**src/rtl/fma_nan_pkg.sv**
```systemverilog
package fma_nan_pkg;

    localparam int EXP_W  = 8;
    localparam int FRAC_W = 23;
    localparam int FP_W   = 1 + EXP_W + FRAC_W;
    localparam int N_OPS  = 3;
    localparam int IDX_W  = 2;
    localparam int RULE_W = N_OPS * IDX_W + 1;
    localparam int QBIT   = FRAC_W - 1;

    localparam logic [IDX_W-1:0] SEL_NONE = '1;

    typedef logic [FP_W-1:0] fp_word_t;

    typedef enum logic [1:0] {
        CLS_NUM  = 2'd0,
        CLS_QNAN = 2'd1,
        CLS_SNAN = 2'd2
    } op_cls_e;

    typedef struct packed {
        logic             snan_first;
        logic [IDX_W-1:0] rank2;
        logic [IDX_W-1:0] rank1;
        logic [IDX_W-1:0] rank0;
    } rule_t;

    typedef struct packed {
        logic             valid;
        logic             invalid;
        logic             rule_err;
        logic [IDX_W-1:0] sel;
        fp_word_t         nan;
    } nan_res_t;

    localparam nan_res_t RES_IDLE = '{valid: 1'b0, invalid: 1'b0, rule_err: 1'b0,
                                      sel: SEL_NONE, nan: '0};

    function automatic fp_word_t default_nan(input logic sig_pol);
        fp_word_t w;
        w = '0;
        w[FP_W-2 -: EXP_W] = '1;
        if (sig_pol)
            w[QBIT-1:0] = '1;
        else
            w[QBIT] = 1'b1;
        return w;
    endfunction

    function automatic fp_word_t quieten(input fp_word_t w, input logic sig_pol);
        fp_word_t q;
        q = w;
        q[QBIT] = ~sig_pol;
        if (q[FRAC_W-1:0] == '0)
            q = default_nan(sig_pol);
        return q;
    endfunction

endpackage

```
**src/rtl/fma_nan_classify.sv**
```systemverilog
module fma_nan_classify
    import fma_nan_pkg::*;
(
    input  fp_word_t word_i,
    input  logic     sig_pol_i,
    output op_cls_e  cls_o
);

    logic exp_ones;
    logic frac_nz;

    always_comb begin
        exp_ones = &word_i[FP_W-2 -: EXP_W];
        frac_nz  = |word_i[FRAC_W-1:0];
        if (!(exp_ones && frac_nz))
            cls_o = CLS_NUM;
        else if (word_i[QBIT] == sig_pol_i)
            cls_o = CLS_SNAN;
        else
            cls_o = CLS_QNAN;
    end

endmodule

```
**src/rtl/fma_nan_rule_dec.sv**
```systemverilog
module fma_nan_rule_dec
    import fma_nan_pkg::*;
(
    input  logic [RULE_W-1:0] rule_word_i,
    output rule_t             rule_o,
    output logic              legal_o
);

    logic [IDX_W-1:0] slots [N_OPS];
    logic [N_OPS-1:0] seen;

    assign rule_o   = rule_t'(rule_word_i);
    assign slots[0] = rule_o.rank0;
    assign slots[1] = rule_o.rank1;
    assign slots[2] = rule_o.rank2;

    always_comb begin
        seen = '0;
        for (int r = 0; r < N_OPS; r++) begin
            if (slots[r] < IDX_W'(N_OPS))
                seen[slots[r]] = 1'b1;
        end
        legal_o = &seen;
    end

endmodule

```
**src/rtl/fma_nan_pick.sv**
```systemverilog
module fma_nan_pick
    import fma_nan_pkg::*;
(
    input  op_cls_e          cls_i [N_OPS],
    input  rule_t            rule_i,
    input  logic             snan_only_i,
    output logic             found_o,
    output logic [IDX_W-1:0] sel_o
);

    logic [IDX_W-1:0] order [N_OPS];

    assign order[0] = rule_i.rank0;
    assign order[1] = rule_i.rank1;
    assign order[2] = rule_i.rank2;

    // Walk from least to most preferred so the earliest slot overwrites.
    always_comb begin
        found_o = 1'b0;
        sel_o   = SEL_NONE;
        for (int r = N_OPS - 1; r >= 0; r--) begin
            if (order[r] < IDX_W'(N_OPS)) begin
                if (snan_only_i ? (cls_i[order[r]] == CLS_SNAN)
                                : (cls_i[order[r]] != CLS_NUM)) begin
                    found_o = 1'b1;
                    sel_o   = order[r];
                end
            end
        end
    end

endmodule

```
**src/rtl/fma_nan_sel.sv**
```systemverilog
module fma_nan_sel
    import fma_nan_pkg::*;
#(
    parameter bit OUT_REG = 1'b1
) (
    input  logic        clk,
    input  logic        rst,
    input  logic        in_valid,
    input  logic [31:0] opnd_a,
    input  logic [31:0] opnd_b,
    input  logic [31:0] opnd_c,
    input  logic [6:0]  rule_word,
    input  logic        dflt_mode,
    input  logic        sig_pol,
    output logic        out_valid,
    output logic [1:0]  out_sel,
    output logic [31:0] out_nan,
    output logic        out_invalid,
    output logic        out_rule_err
);

    fp_word_t         ops [N_OPS];
    op_cls_e          cls [N_OPS];
    logic [N_OPS-1:0] is_nan;
    logic [N_OPS-1:0] is_snan;
    rule_t            rule;
    logic             rule_legal;
    logic             snan_mode;
    logic             found;
    logic [IDX_W-1:0] pick_sel;
    nan_res_t         res_c;
    nan_res_t         res_q;

    assign ops[0] = opnd_a;
    assign ops[1] = opnd_b;
    assign ops[2] = opnd_c;

    for (genvar g = 0; g < N_OPS; g++) begin : g_cls
        fma_nan_classify u_cls (
            .word_i   (ops[g]),
            .sig_pol_i(sig_pol),
            .cls_o    (cls[g])
        );
        assign is_nan[g]  = (cls[g] != CLS_NUM);
        assign is_snan[g] = (cls[g] == CLS_SNAN);
    end

    fma_nan_rule_dec u_dec (
        .rule_word_i(rule_word),
        .rule_o     (rule),
        .legal_o    (rule_legal)
    );

    assign snan_mode = (|is_snan) && rule.snan_first;

    fma_nan_pick u_pick (
        .cls_i      (cls),
        .rule_i     (rule),
        .snan_only_i(snan_mode),
        .found_o    (found),
        .sel_o      (pick_sel)
    );

    always_comb begin
        res_c          = RES_IDLE;
        res_c.invalid  = in_valid && (|is_snan);
        res_c.rule_err = in_valid && (|is_nan) && !dflt_mode && !rule_legal;
        if (in_valid && (|is_nan) && !res_c.rule_err) begin
            res_c.valid = 1'b1;
            if (dflt_mode) begin
                res_c.nan = default_nan(sig_pol);
            end else if (found) begin
                res_c.sel = pick_sel;
                res_c.nan = quieten(ops[pick_sel], sig_pol);
            end
        end
    end

    if (OUT_REG) begin : g_reg
        always_ff @(posedge clk) begin
            if (rst)
                res_q <= RES_IDLE;
            else
                res_q <= res_c;
        end

        a_r10_flags_follow_input: assert property (@(posedge clk) disable iff (rst)
            (out_valid || out_invalid || out_rule_err) |-> $past(in_valid));
    end else begin : g_comb
        assign res_q = res_c;
    end

    assign out_valid    = res_q.valid;
    assign out_sel      = res_q.sel;
    assign out_nan      = res_q.nan;
    assign out_invalid  = res_q.invalid;
    assign out_rule_err = res_q.rule_err;

    a_r7_err_excludes_valid: assert property (@(posedge clk) disable iff (rst)
        $onehot0({out_valid, out_rule_err}));

    a_r5_result_is_quiet_nan: assert property (@(posedge clk) disable iff (rst)
        res_c.valid |-> (&res_c.nan[FP_W-2 -: EXP_W]) && (|res_c.nan[FRAC_W-1:0])
                        && (res_c.nan[QBIT] != sig_pol));

    a_r4_pick_is_nan: assert property (@(posedge clk) disable iff (rst)
        (res_c.valid && !dflt_mode) |-> (res_c.sel != SEL_NONE) && (cls[res_c.sel] != CLS_NUM));

    a_r3_snan_preferred: assert property (@(posedge clk) disable iff (rst)
        (res_c.valid && !dflt_mode && snan_mode) |-> (cls[res_c.sel] == CLS_SNAN));

    a_r9_idle_outputs: assert property (@(posedge clk) disable iff (rst)
        !out_valid |-> (out_sel == SEL_NONE) && (out_nan == '0));

endmodule

```
**config.mk**
```make
export PLATFORM = sky130hd
export DESIGN_NAME = fma_nan_sel
export DESIGN_NICKNAME = d
export VERILOG_FILES = /design/src/rtl/fma_nan_pkg.sv /design/src/rtl/fma_nan_classify.sv /design/src/rtl/fma_nan_rule_dec.sv /design/src/rtl/fma_nan_pick.sv /design/src/rtl/fma_nan_sel.sv
export SDC_FILE = /design/constraint.sdc
export NUM_CORES = 1
export LEC_CHECK = 0
export BUFFER_PORTS_ARGS = -buffer_cell sky130_fd_sc_hd__buf_4
export CAP_MARGIN = 30
export CORE_ASPECT_RATIO = 1.5
export CORE_MARGIN = 2
export CORE_UTILIZATION = 37
export DETAILED_ROUTE_END_ITERATION = 12
export PLACE_DENSITY = 0.69
export SETUP_SLACK_MARGIN = 0.05
export SLEW_MARGIN = 20
export SYNTH_ARGS = -nofsm -noshare
export SYNTH_HDL_FRONTEND = slang
export SYNTH_SLANG_ARGS = --single-unit
```
**constraint.sdc**
```tcl
create_clock -name clk -period 4.84 [get_ports clk]
set_input_delay 0.484 -clock clk [delete_from_list [all_inputs] [get_ports clk]]
set_output_delay 0.484 -clock clk [all_outputs]
set_load 0.01 [all_outputs]
```
After elaboration in Yosys (flattened, before gate mapping):

Index checks and enable logic that the tools add are counted.

* word-level logic and storage cells: 119
* register bits: 37
* output and inout bits: 37
* bits in read-only memories: 0
* bits in latches: 0
* memory bits (writable): 0
* memories: 0

* shift-type cells: 0
* eq/ne operators: 9
* muxes and demuxes: 48
* $lt $le $gt $ge: 13
* add/sub/neg operators: 0
* reductions and logical operators: 34
* bitwise operators: 9
* divide/modulo/power cells: 0
* multipliers: 0

Operators with widths (number)
* 31-bit 2-to-1 mux: 3
* 23-bit OR reduction: 3
* 32-bit binary-select mux with 2-bit select: 1
* 32-bit 2-to-1 mux: 2
* 2-bit 2-to-1 mux: 18
* 8-bit AND reduction: 3
* 23-bit zero test: 1
* 22-bit 2-to-1 mux: 1
* 1-bit 2-to-1 mux: 14
* 2-bit binary-select mux with 2-bit select: 3
* 2-bit == test, second input constant: 6
* 3-bit greater-or-equal comparator, second input constant: 4
* 1-bit logical AND: 12
* 2-bit NOT with 3-bit output: 4
* 2-bit nonzero test: 6
* 2-bit by 3-bit < comparator with 1-bit output, second input constant: 3
* 3-bit 2-to-1 mux: 3
* 1-bit demux with 2-bit select: 3
* 2-bit by 1-bit greater-or-equal comparator with 1-bit output, second input constant: 3
* 2-bit < comparator, second input constant: 3
* 3-bit OR: 2
* 3-bit OR reduction: 2
* 5-bit OR reduction: 1
* 4-bit OR reduction: 1
* 5 further kinds: 11

Logic depth before layout (Yosys ltp):

* depth in word-level cells: 22
* depth in mapped cells: 16
* mapped depth without buffers: 12

By module:

From an unflattened synthesis, not the netlist that was laid out.

* cells, all modules: 334
* area, all modules: 2866.5 sq um

By module, submodules not included
* fma_nan_sel: instances 1, area each 2162.1 sq um, cells each 237
* fma_nan_classify: instances 3, area each 102.6 sq um, cells each 15
* fma_nan_pick: instances 1, area each 260.2 sq um, cells each 35
* fma_nan_rule_dec: instances 1, area each 136.4 sq um, cells each 17

Least setup slack after synthesis:

Ideal clock, no wire load.

* path kind: input-to-reg
* from: input port opnd_c[2]
* to: register res_q, in the netlist out_nan[12]
* cell stages on the path: 13
* arrival: 3793 ps
* data required time: 4764 ps
* path slack: 971 ps
* setup time: 76 ps
* buffers on the path: 2
* cells stage by stage: or4_1 -> or3_1 -> o2111ai_1 -> o311ai_1 -> mux2_4 -> o211ai_1 -> nor2b_1 -> buf_2 -> mux2i_1 -> o221ai_1 -> o41a_1 -> buf_6 -> o22ai_1

* word-level cells in the longest chain between the ends: 22
* elaborated cells on any way between the ends: 53
* classes of those cells: 4 x eq/ne; 31 x mux; 2 x bitwise; 16 x reduce/logical

Ends and longest elaborated chain
* start, declared: RTL line fma_nan_sel.sv:11 `input logic [31:0] opnd_c,`
* 23-bit OR reduction: RTL line fma_nan_classify.sv:14 `frac_nz = |word_i[FRAC_W-1:0];`
* 1-bit logical AND: RTL line fma_nan_classify.sv:15 `if (!(exp_ones && frac_nz))`
* 2-bit 2-to-1 mux: RTL line fma_nan_classify.sv:15
* 2-bit binary-select mux with 2-bit select: RTL line fma_nan_pick.sv:23, fma_nan_pick.sv:24
* 2-bit 2-to-1 mux (implied by the code) (2 in series): RTL line fma_nan_pick.sv:23, fma_nan_pick.sv:24
* 2-bit == test / 2-bit nonzero test (equally long branches): RTL line fma_nan_pick.sv:23, fma_nan_pick.sv:24
* 1-bit 2-to-1 mux: RTL line fma_nan_pick.sv:23 `if (snan_only_i ? (cls_i[order[r]] == CLS_SNAN)`
* 2-bit 2-to-1 mux: RTL line fma_nan_pick.sv:23
* [4 not listed]
* 2-bit 2-to-1 mux: RTL line fma_nan_pick.sv:22 `if (order[r] < IDX_W'(N_OPS)) begin`
* 2-bit NOT with 3-bit output (implied by the code): RTL line fma_nan_sel.sv:74 `res_c.nan = quieten(ops[pick_sel], sig_pol);`
* 32-bit binary-select mux with 2-bit select: RTL line fma_nan_sel.sv:74
* 32-bit 2-to-1 mux (implied by the code) (2 in series): RTL line fma_nan_sel.sv:74
* 23-bit zero test: RTL line fma_nan_pkg.sv:54 `if (q[FRAC_W-1:0] == '0)`
* 31-bit 2-to-1 mux: RTL line fma_nan_pkg.sv:54
* 31-bit 2-to-1 mux: RTL line fma_nan_sel.sv:72 `end else if (found) begin`
* 31-bit 2-to-1 mux: RTL line fma_nan_sel.sv:70 `if (dflt_mode) begin`
* end signal, assigned: RTL line fma_nan_sel.sv:84 `res_q <= res_c;`
* end, declared: RTL line fma_nan_sel.sv:32 `nan_res_t res_q;`

Parallel ways exist; a longest one is shown, timed or not. The select of a mux whose other input is x is not followed.
A chain may end at the register's enable or synchronous reset.

Worst setup path after layout:

* from: input port opnd_c[2]
* to: register res_q, in the netlist out_nan[10]

The elaborated chain is that of the path after synthesis.

==> impl_metrics.json <==
{
  "ctsHtreeMaxLevel": 2,
  "outcome": "completed",
  "io_buffers": 144,
  "clkTransAtPathRegs_ns": 0.08,
  "synth_xor_area_share_pct": 2.069,
  "hold_viol_final": 0,
  "hold_buffers": 0,
  "drive_gt1_share_pct": 41.96,
  "synth-seq-cells": 37,
  "cts_tree": "yes",
  "die-height_um": 105.5,
  "grt_pass1_vias": 3145,
  "final.setup.tns_ns": 0,
  "synth_area_um2": 2540,
  "placed_area_um2": 3786,
  "antenna_found_initial": 0,
  "min_from": "rst",
  "tightestPinTransition_ns": 0.7210,
  "ctsRootBufferMaster": "clkbuf_8",
  "design.die.area_um2": 7557,
  "fmax_ghz": 0.2359,
  "rows": 37,
  "dr.pass1.iters": 4,
  "numCtsBuffers": 5,
  "min_to": "out_invalid",
  "design_area_um2": 3876,
  "dp_hpwl_um": 8593,
  "clk_path_buf_depth": 2,
  "cp.required_ns": 5.04,
  "preCtsSetupSlack_ns": 0.3360,
  "cp_max_fo": 22,
  "synth_fa_ha_area_share_pct": 0,
  "final_nets": 567,
  "p_leak_uw": 0.001728,
  "cap_violations": 0,
  "hp-class": "in2reg",
  "wl_per_cell_um": 18.85,
  "period_share_pct": 87.59,
  "critPathArrivalTime_ns": 4.44,
  "final_cells": 538,
  "p_per_area_nw_per_um2": 170.4,
  "synth_mux_area_share_pct": 11.08,
  "drv_slew": 0,
  "drt_wl_total_um": 10140,
  "synth-compound-area-share_pct": 30.39,
  "synth_nets": 414,
  "grt_pass1_wl_um": 15610,
  "ys_types": 63,
  "avgSynthCellArea_um2": 8.300,
  "insertedDiodeCount": 0,
  "globalplace.congestion": 0.9726,
  "vias": 3105,
  "cp-start-kind": "input port",
  "synth_edf_count": 0,
  "cts_resized": 0,
  "yosysWarnings": 0,
  "die_w_um": 71.65,
  "vias_per_cell": 5.771,
  "drt_iter0_markers": 202,
  "core_um2": 6759,
  "area_growth_pct": 52.61,
  "utilization_pct": 57.35,
  "cts_setup_buffers": 0,
  "start_util_pct": 37.58,
  "cts.sinks": 37,
  "grt_overflow": 0,
  "post-route-drc-count": 0,
  "setup_slack_ns": 0.6006,
  "path_class": "in2reg",
  "grt_max_degree": 34,
  "placedCellCount": 530,
  "max_slew_margin_pct": 51.30,
  "ir_worst_vdd_mv": 0.08426,
  "synthSimpleGateAreaFrac_pct": 22.36,
  "postRouteAntennaNets": 0,
  "worst_hold_path.num_cells": 2,
  "async_reset_ff_share_pct": 0,
  "endpoint_kind": "register",
  "seq_area_frac_synth_pct": 29.16,
  "io_pins": 145,
  "fin_crit_ns": 4.239,
  "synth_top_family_by_area": "compound AO/OA/AOI/OAI gates",
  "synth_top_flop_cell": "dfxtp_1",
  "synthCells": 306,
  "track_usage_pct": 26.55,
  "setup_viol": 0,
  "rsz0062_at_grt": "no"
}
-- where the power goes --
part | switching [uW] | internal [uW]
Clock | 114 | 102
Sequential | 0.105 | 304
Combinational | 62.0 | 78.0
-- metal layers --
layer / vias up / GRT usage [%] / wire (um)
met1: 1447 / 28.97 / 3635
met2: 139 / 49.34 / 5549
met3: 21 / 2.294 / 571
li1: 1498 / - / -
met5: - / 0 / 0
met4: 0 / 13.61 / 387
-- cell usage after synthesis (4+ instances only) --
library cell / n / area (um^2)
o22ai_1: 18 / 112.6
nor3_1: 6 / 30.03
mux2_2: 5 / 56.30
mux2i_1: 21 / 210.2
nor4_1: 12 / 75.07
dfxtp_1: 37 / 740.7
buf_6: 4 / 45.04
nand2b_1: 6 / 37.54
nand3_1: 9 / 45.04
o21ai_0: 12 / 60.06
o211ai_1: 8 / 60.06
clkbuf_1: 11 / 41.29
xnor2_1: 4 / 35.03
nand2_1: 9 / 33.78
nor2_1: 37 / 138.9
a21boi_0: 4 / 30.03
o22ai_2: 4 / 50.05
a21oi_1: 20 / 100.1
and3_1: 4 / 25.02
nand4_1: 6 / 37.54
-- kinds of logic (layout without fill, tap and decap cells) --
logic type                count (synthesis)  after routing
DFF                                      37             37
buffers and inverters                    24            178
and+or+nand+nor                         109            109
muxes                                    27             27
xor gates and xnor gates                  6              6
AOI/OAI and AO/OA                       103            103
-- per-stage QoR --
step,total power [uW],hold WS (ns)
3_5_place_dp,450.7,0.6778
3_3_place_gp,450.5,0.6812
2_1_floorplan,354.6,0.5598
6_report,660.6,0.3834
4_1_cts,665.8,0.3702
5_1_grt,685.9,0.3799
-- worst max path at each step --
stage,start,end,slack (ns),depth (start not counted)
6_report,opnd_c[2],out_nan[10],0.60,15
5_1_grt,opnd_c[2],out_nan[10],0.35,15
4_1_cts,opnd_c[2],out_nan[10],0.64,15
3_5_place_dp,opnd_c[2],out_nan[10],0.34,15
3_3_place_gp,opnd_c[2],out_nan[4],0.40,14
2_1_floorplan,opnd_c[2],out_nan[12],0.97,13
-- cell type report --
class,instances,area (um^2)
Clock buffer,5,68.82
Sequential cell,37,740.7
Tap cell,78,97.59
Fill cell,645,2883
Clock inverter,3,21.27
Timing Repair Buffer,166,1259
Inverter,4,15.01
Multi-Input combinational cell,245,1674
-- flip-flops by register name (all words and copies together), names as in the netlist --
signal        cells
out_nan          32
out_sel           2
out_invalid       1
out_rule_err      1
out_valid         1
-- placed cells by master, fill, tap and decap left out, drive strengths merged, types with 3 or more instances in the layout --
| master | Yosys | routed |
|---|---|---|
| buf | 8 | 166 |
| o211ai | 8 | 8 |
| mux2 | 6 | 6 |
| dfxtp | 37 | 37 |
| o22ai | 22 | 22 |
| inv | 3 | 4 |
| nor2b | 3 | 3 |
| a21boi | 4 | 4 |
| clkbuf | 12 | 5 |
| nor3b | 3 | 3 |
| nand3 | 9 | 9 |
| and3 | 4 | 4 |
| xnor2 | 4 | 4 |
| nand2b | 6 | 6 |
| nor3 | 6 | 6 |
| a22oi | 3 | 3 |
| or4 | 3 | 3 |
| nor4 | 12 | 12 |
| a311o | 3 | 3 |
| nand2 | 9 | 9 |
| mux2i | 21 | 21 |
| o21ai | 12 | 12 |
| and2 | 4 | 4 |
| a21oi | 21 | 21 |
| nor2 | 37 | 37 |
| o2111a | 3 | 3 |
| nand4 | 6 | 6 |
-- critical path, stage by stage --
cell       delay [ns]
buf_4            0.11
or4_1            0.61
or3_1            0.42
o2111ai_1        0.34
o311ai_1         0.19
mux2_4           0.36
o211ai_1         0.26
buf_4            0.17
o211ai_1         0.14
a22oi_1          0.27
and3_1           0.20
nand3_1          0.10
o41a_1           0.45
buf_12           0.18
o22ai_1          0.15
Note: power is estimated with default switching activity, not from simulation.
